### src/rtl/btb_pkg.sv
package btb_pkg;

    localparam int ADDR_W    = 32;
    localparam int N_ENTRIES = 4;

    typedef enum logic [1:0] {
        PRED_NONE    = 2'b00,
        PRED_TAKEN   = 2'b01,
        PRED_TARGET  = 2'b10
    } pred_kind_e;

    typedef struct packed {
        logic              valid;
        logic [ADDR_W-1:0] tag;
        logic [ADDR_W-1:0] target;
    } btb_slot_t;

    function automatic logic [ADDR_W-1:0] seq_pc(input logic [ADDR_W-1:0] pc);
        return pc + ADDR_W'(4);
    endfunction

    function automatic logic target_empty(input logic [ADDR_W-1:0] t);
        return t == '0;
    endfunction

endpackage

### src/rtl/btb_victim.sv
module btb_victim
    import btb_pkg::*;
#(
    parameter int NE    = N_ENTRIES,
    localparam int IW   = (NE > 1) ? $clog2(NE) : 1
) (
    input  logic          clk,
    input  logic          rst,
    input  logic [NE-1:0] valid_vec,
    input  logic          alloc_fire,
    output logic [IW-1:0] victim_idx
);

    logic [IW-1:0] rr_ptr;
    logic [IW-1:0] first_free;
    logic          any_free;

    always_comb begin
        any_free   = 1'b0;
        first_free = '0;
        for (int i = NE - 1; i >= 0; i--) begin
            if (!valid_vec[i]) begin
                any_free   = 1'b1;
                first_free = IW'(i);
            end
        end
    end

    assign victim_idx = any_free ? first_free : rr_ptr;

    always_ff @(posedge clk) begin
        if (rst) begin
            rr_ptr <= '0;
        end else if (alloc_fire && !any_free) begin
            if (rr_ptr == IW'(NE - 1)) rr_ptr <= '0;
            else                       rr_ptr <= rr_ptr + 1'b1;
        end
    end

    // a free entry, when one exists, is always the one offered
    assert_free_first_R8: assert property (@(posedge clk) disable iff (rst)
        (valid_vec != '1) |-> !valid_vec[victim_idx]);

    // pointer only moves when the buffer was full at allocation
    assert_rr_hold_R9: assert property (@(posedge clk) disable iff (rst)
        (!alloc_fire || (valid_vec != '1)) |=> $stable(rr_ptr));

endmodule

### src/rtl/btb_store.sv
module btb_store
    import btb_pkg::*;
#(
    parameter int NE    = N_ENTRIES,
    localparam int IW   = (NE > 1) ? $clog2(NE) : 1
) (
    input  logic                  clk,
    input  logic                  rst,
    input  logic                  upd_en,
    input  logic                  upd_killed,
    input  logic [ADDR_W-1:0]     upd_pc,
    input  logic                  upd_taken,
    input  logic [ADDR_W-1:0]     upd_target,
    input  logic                  init_en,
    input  logic [IW-1:0]         init_idx,
    input  logic                  init_valid,
    input  logic [ADDR_W-1:0]     init_tag,
    input  logic [ADDR_W-1:0]     init_target,
    input  logic [IW-1:0]         victim_idx,
    output logic                  alloc_fire,
    output logic [NE-1:0]         valid_vec,
    output btb_slot_t [NE-1:0]    slots
);

    logic          live;
    logic          hit;
    logic [IW-1:0] hit_idx;

    assign live = upd_en && !upd_killed && !init_en;

    always_comb begin
        hit     = 1'b0;
        hit_idx = '0;
        for (int i = NE - 1; i >= 0; i--) begin
            if (slots[i].tag == upd_pc) begin
                hit     = 1'b1;
                hit_idx = IW'(i);
            end
        end
    end

    assign alloc_fire = live && !hit && upd_taken;

    generate
        for (genvar g = 0; g < NE; g++) begin : g_valid
            assign valid_vec[g] = slots[g].valid;
        end
    endgenerate

    always_ff @(posedge clk) begin
        if (rst) begin
            for (int i = 0; i < NE; i++) begin
                slots[i] <= '0;
            end
        end else if (init_en) begin
            slots[init_idx].valid  <= init_valid;
            slots[init_idx].tag    <= init_tag;
            slots[init_idx].target <= init_target;
        end else if (live) begin
            if (hit) begin
                slots[hit_idx].valid <= upd_taken;
                if (upd_taken) slots[hit_idx].target <= upd_target;
            end else if (upd_taken) begin
                slots[victim_idx].valid  <= 1'b1;
                slots[victim_idx].tag    <= upd_pc;
                slots[victim_idx].target <= upd_target;
            end
        end
    end

    // a killed report leaves every entry untouched
    assert_killed_inert_R6: assert property (@(posedge clk) disable iff (rst)
        (upd_en && upd_killed && !init_en) |=> (slots == $past(slots)));

    // a not-taken hit leaves the matched entry invalid
    assert_nt_clears_R7: assert property (@(posedge clk) disable iff (rst)
        (live && hit && !upd_taken) |=> !slots[$past(hit_idx)].valid);

    // allocation lands a valid entry holding the reported address
    assert_alloc_lands_R8: assert property (@(posedge clk) disable iff (rst)
        alloc_fire |=> (slots[$past(victim_idx)].valid &&
                        slots[$past(victim_idx)].tag == $past(upd_pc)));

    // a load wins over any simultaneous report
    assert_init_wins_R11: assert property (@(posedge clk) disable iff (rst)
        init_en |=> (slots[$past(init_idx)].tag == $past(init_tag)));

endmodule

### src/rtl/btb_lookup.sv
module btb_lookup
    import btb_pkg::*;
#(
    parameter int NE = N_ENTRIES
) (
    input  btb_slot_t [NE-1:0] slots,
    input  logic [ADDR_W-1:0]  fetch_pc,
    output pred_kind_e         kind,
    output logic [ADDR_W-1:0]  next_pc
);

    logic [NE-1:0]     match_vec;
    logic              any_match;
    btb_slot_t         picked;

    generate
        for (genvar g = 0; g < NE; g++) begin : g_cmp
            assign match_vec[g] = (slots[g].tag == fetch_pc);
        end
    endgenerate

    always_comb begin
        any_match = 1'b0;
        picked    = '0;
        for (int i = NE - 1; i >= 0; i--) begin
            if (match_vec[i]) begin
                any_match = 1'b1;
                picked    = slots[i];
            end
        end
    end

    always_comb begin
        kind    = PRED_NONE;
        next_pc = seq_pc(fetch_pc);
        if (any_match && picked.valid) begin
            if (target_empty(picked.target)) begin
                kind = PRED_TAKEN;
            end else begin
                kind    = PRED_TARGET;
                next_pc = picked.target;
            end
        end
    end

endmodule

### src/rtl/btb_fa.sv
module btb_fa
    import btb_pkg::*;
#(
    parameter int NE    = N_ENTRIES,
    localparam int IW   = (NE > 1) ? $clog2(NE) : 1
) (
    input  logic              clk,
    input  logic              rst,
    input  logic [ADDR_W-1:0] fetch_pc,
    output logic [1:0]        pred_kind,
    output logic [ADDR_W-1:0] pred_next_pc,
    input  logic              upd_en,
    input  logic              upd_killed,
    input  logic [ADDR_W-1:0] upd_pc,
    input  logic              upd_taken,
    input  logic [ADDR_W-1:0] upd_target,
    input  logic              init_en,
    input  logic [IW-1:0]     init_idx,
    input  logic              init_valid,
    input  logic [ADDR_W-1:0] init_tag,
    input  logic [ADDR_W-1:0] init_target
);

    btb_slot_t [NE-1:0] slots;
    logic [NE-1:0]      valid_vec;
    logic [IW-1:0]      victim_idx;
    logic               alloc_fire;
    pred_kind_e         kind;

    btb_victim #(.NE(NE)) u_victim (
        .clk        (clk),
        .rst        (rst),
        .valid_vec  (valid_vec),
        .alloc_fire (alloc_fire),
        .victim_idx (victim_idx)
    );

    btb_store #(.NE(NE)) u_store (
        .clk         (clk),
        .rst         (rst),
        .upd_en      (upd_en),
        .upd_killed  (upd_killed),
        .upd_pc      (upd_pc),
        .upd_taken   (upd_taken),
        .upd_target  (upd_target),
        .init_en     (init_en),
        .init_idx    (init_idx),
        .init_valid  (init_valid),
        .init_tag    (init_tag),
        .init_target (init_target),
        .victim_idx  (victim_idx),
        .alloc_fire  (alloc_fire),
        .valid_vec   (valid_vec),
        .slots       (slots)
    );

    btb_lookup #(.NE(NE)) u_lookup (
        .slots    (slots),
        .fetch_pc (fetch_pc),
        .kind     (kind),
        .next_pc  (pred_next_pc)
    );

    assign pred_kind = kind;

    // no stored target is offered unless a target is predicted
    assert_seq_unless_target_R4: assert property (@(posedge clk) disable iff (rst)
        (pred_kind != 2'b10) |-> (pred_next_pc == fetch_pc + 32'd4));

    // a target prediction never carries the empty value
    assert_target_nonzero_R5: assert property (@(posedge clk) disable iff (rst)
        (pred_kind == 2'b10) |-> (pred_next_pc != '0));

    // the code 11 is never produced
    assert_kind_legal_R1: assert property (@(posedge clk) disable iff (rst)
        pred_kind != 2'b11);

endmodule

### config.mk
export PLATFORM = sky130hd
export DESIGN_NAME = btb_fa
export DESIGN_NICKNAME = d
export VERILOG_FILES = /design/src/rtl/btb_pkg.sv /design/src/rtl/btb_victim.sv /design/src/rtl/btb_store.sv /design/src/rtl/btb_lookup.sv /design/src/rtl/btb_fa.sv
export SDC_FILE = /design/constraint.sdc
export NUM_CORES = 1
export LEC_CHECK = 0
export ABC_AREA = 0
export BUFFER_PORTS_ARGS = -buffer_cell sky130_fd_sc_hd__buf_2
export CAP_MARGIN = 20
export CORE_UTILIZATION = 40
export CTS_CLUSTER_DIAMETER = 50
export DETAILED_ROUTE_END_ITERATION = 8
export HOLD_SLACK_MARGIN = 0.15
export MAX_ROUTING_LAYER = met4
export PLACE_DENSITY = 0.72
export SLEW_MARGIN = 25
export SYNTH_ARGS = -nofsm -noshare
export SYNTH_HDL_FRONTEND = slang
export SYNTH_SLANG_ARGS = --single-unit
### constraint.sdc
create_clock -name clk -period 5.4 [get_ports clk]
set_clock_uncertainty 0.1 [all_clocks]
set_input_delay 1.08 -clock clk [delete_from_list [all_inputs] [get_ports clk]]
set_output_delay 1.08 -clock clk [all_outputs]
set_load 0.005 [all_outputs]
==> flow_metrics.tcl <==
set metrics [dict create \
    synth_warnings 0 \
    synthFlopType "dfxtp_1" \
    cp_slowest_stage_delay_ps 580 \
    clock-root-buffer "clkbuf_16" \
    cts_tree "built" \
    grt_pass1_vias 19600 \
    crit_type "input port to output pin" \
    synth_cell_types 67 \
    tightest_slew_ps 1060 \
    hold_path_class "flip-flop to flip-flop" \
    die_area_mm2 0.0455 \
    grt_overflow_total 0 \
    core_mm2 0.0441 \
    die-width_um 213 \
    first_pass_iters 7 \
    clk_latency_ps 570 \
    slew_violations 0 \
    dp_slack_ps -943 \
    r2r_slack_ps 1120 \
    max_freq_mhz 165 \
    worst-path-buf-inv 7 \
    antenna_found_initial 5 \
    drt_iter0_drc 2778 \
    ys_async_sr_fraction_pct 0 \
    worst-path-stages 18 \
    p_leak_nw 8.83 \
    ys_seq_elements 262 \
    violations "negative setup slack" \
    start_util_pct 40.4 \
    mostFrequentLayoutCells "nor2_1 (306), dfxtp_1 (262), buf_4 (239)" \
    fin_crit_sh_pct 112 \
    finalHoldViolCount 0 \
    hold_buffers 0 \
    peakVddDrop_mv 0.236 \
    synth_top_area_share_pct 29.4 \
    area_delta_synth_final_pct 30.6 \
    cp.required_ps 4220 \
    crit_fanout 7 \
    rsz0062_at_grt "yes" \
    path_cells "buf_2 -> buf_4 -> xor2_1 -> nor4_1 -> nand4_1 -> buf_4 -> o211ai_4 -> buf_12 -> buf_8 -> nor2_4 -> a31oi_4 -> a2111oi_4 -> nand4_1 -> or4b_4 -> buf_6 -> o211a_4 -> mux2_4 -> buf_6" \
    placementRows 77 \
    ys_seq_area_share_pct 29.4 \
    grt_usage_pct 39.3 \
    wl_mm 88.1 \
    rr_worst_depth 11 \
    finalWorstSetupSlack_ps -648 \
    synth_area_leaders "dfxtp_1 (29%), xnor2_1 (8.3%), nor2_1 (6.6%)" \
    end_kind "output pin" \
    wire_per_inst_um 28.0 \
    synth_top_area_cell "dfxtp_1" \
    min_delay_worst_endpoint "u_store.slots[160]" \
    holdPathStages 2 \
    drive_gt1_share_pct 26.2 \
    status "complete, but fails checks" \
    cpMaxStageDelayCell "or4b_4" \
    worstPathArrival_ps 4870 \
    syn-cell-area_mm2 0.0178 \
    cellPowerDensity_mw_per_mm2 254 \
    synth_edf_count 0 \
    layout_commonest_cell "nor2_1" \
    holdCritStartpoint "u_store.slots[160]" \
    drv_cap 0 \
    fp.dieH_um 213 \
    critical_path.startpoint_type "input port" \
    grt_pass1_wl_mm 128 \
    cts.clk_slew.worst_paths_ps 60 \
    vias 20900 \
    cts_sinks 262 \
    cts_buffer_depth 3 \
    via_per_inst 6.62 \
    routabilityCongestion 1.11 \
    setup_violations 34 \
    synth.avg_cell_area_um2 7.95 \
    setup_tns_ps -19070 \
    reg2reg_from "u_store.slots[231]" \
    fin_nets 2694 \
    cts_made_buffers 38 \
    period_needed_ps 6050 \
    syn-num-nets 2414 \
    final_util_pct 52.8 \
    r2r_end "u_store.slots[82]" \
    slew_headroom_pct 29.2 \
    path_delay_family "buffers and inverters" \
    postSynthCellCount 2243 \
    place_hpwl_mm 63.0 \
    grt_max_degree 134 \
    portBuffers 202 \
    ant_nets 0 \
    htreeDepth 2 \
    ios 203 \
    drcViolationCount 0 \
]
-- logic make-up after synthesis --
logic type	count (synthesis)	share of synthesized area, %
flip-flops	262	29.4
AND/OR/NAND/NOR	657	17.2
AO/OA/AOI/OAI	662	27.5
adder cells (fa/ha/maj)	2	0.140
buffers and inverters	284	6.63
multiplexers	92	5.24
XOR/XNOR	284	13.9
-- state kept, by name, indices dropped and copies added (netlist names) --
signal / flops
u_store.slots: 260
u_victim.rr_ptr: 2
-- per-layer routing --
metal	up-vias	GRT usage, %	wire length, um
met5	-	-	0
li1	8919	-	-
met2	1562	63.8	40700
met3	391	6.53	8350
met1	9985	45.2	32200
met4	0	24.7	6790
-- how the worst max path moves through the flow --
| stage | start | end |
|---|---|---|
| final | fetch_pc[17] | pred_next_pc[1] |
| after global routing | fetch_pc[0] | pred_next_pc[1] |
| after CTS | fetch_pc[13] | pred_next_pc[1] |
| after detailed placement | fetch_pc[23] | pred_next_pc[2] |
| after global placement | fetch_pc[9] | pred_next_pc[2] |
| after floorplan | fetch_pc[24] | pred_next_pc[0] |
-- power by group --
part           switching [mW]  internal [mW]
clock network            1.04           1.63
registers               0.137           2.03
logic                   0.671          0.421
total                    1.85           4.08
-- layout make-up --
class                   instances  area, um2
flip-flops and latches        262       5250
fillers                      4153      20800
inverters                      35        131
repair buffers                488       3690
multi-input cells            1698      12100
diodes                          5       12.5
clock inverters                18        215
clock buffers                  52       1130
well taps                     592        741
-- per-stage QoR --
step	instances	power, mW	hold slack, ps	instance area [um2]
2_1_floorplan	2243	2.73	338	17900
3_3_place_gp	3046	3.19	357	20900
3_5_place_dp	3046	3.20	366	20900
4_1_cts	3139	5.88	380	23000
5_1_grt	3150	6.06	387	23300
6_report	3150	5.93	376	23300
-- worst min-delay path, cell delays in order (launching register included) --
cell and delay, ps:
dfxtp_1 300, inv_1 70, a211oi_1 60
-- cell usage after synthesis, drive strengths merged, types with 4 or more instances --
cell	number
o2111ai	4
buf	63
nor2b	5
dfxtp	262
o211ai	16
o22ai	13
a31o	4
nand4	58
inv	35
o21a	6
and4	5
nand2	100
nand2b	35
a211oi	85
o21ai	164
nor4	41
and3	8
a21o	6
o221ai	134
xor2	114
or2	6
a32oi	66
nor2	315
a2111oi	4
clkbuf	186
mux2i	87
nand3	46
a221o	6
and2	5
xnor2	170
a32o	64
a21oi	35
a31oi	41
nor3	20
mux2	5
-- what timing repair did --
item                       CTS  global route
hold endpoints to repair     0             0
setup endpoints to repair   34            34
resized for setup          125            43
pin swaps                   25            19
setup buffers               21             8
cloned                       5             0
Note: power is estimated with default switching activity, not from simulation.
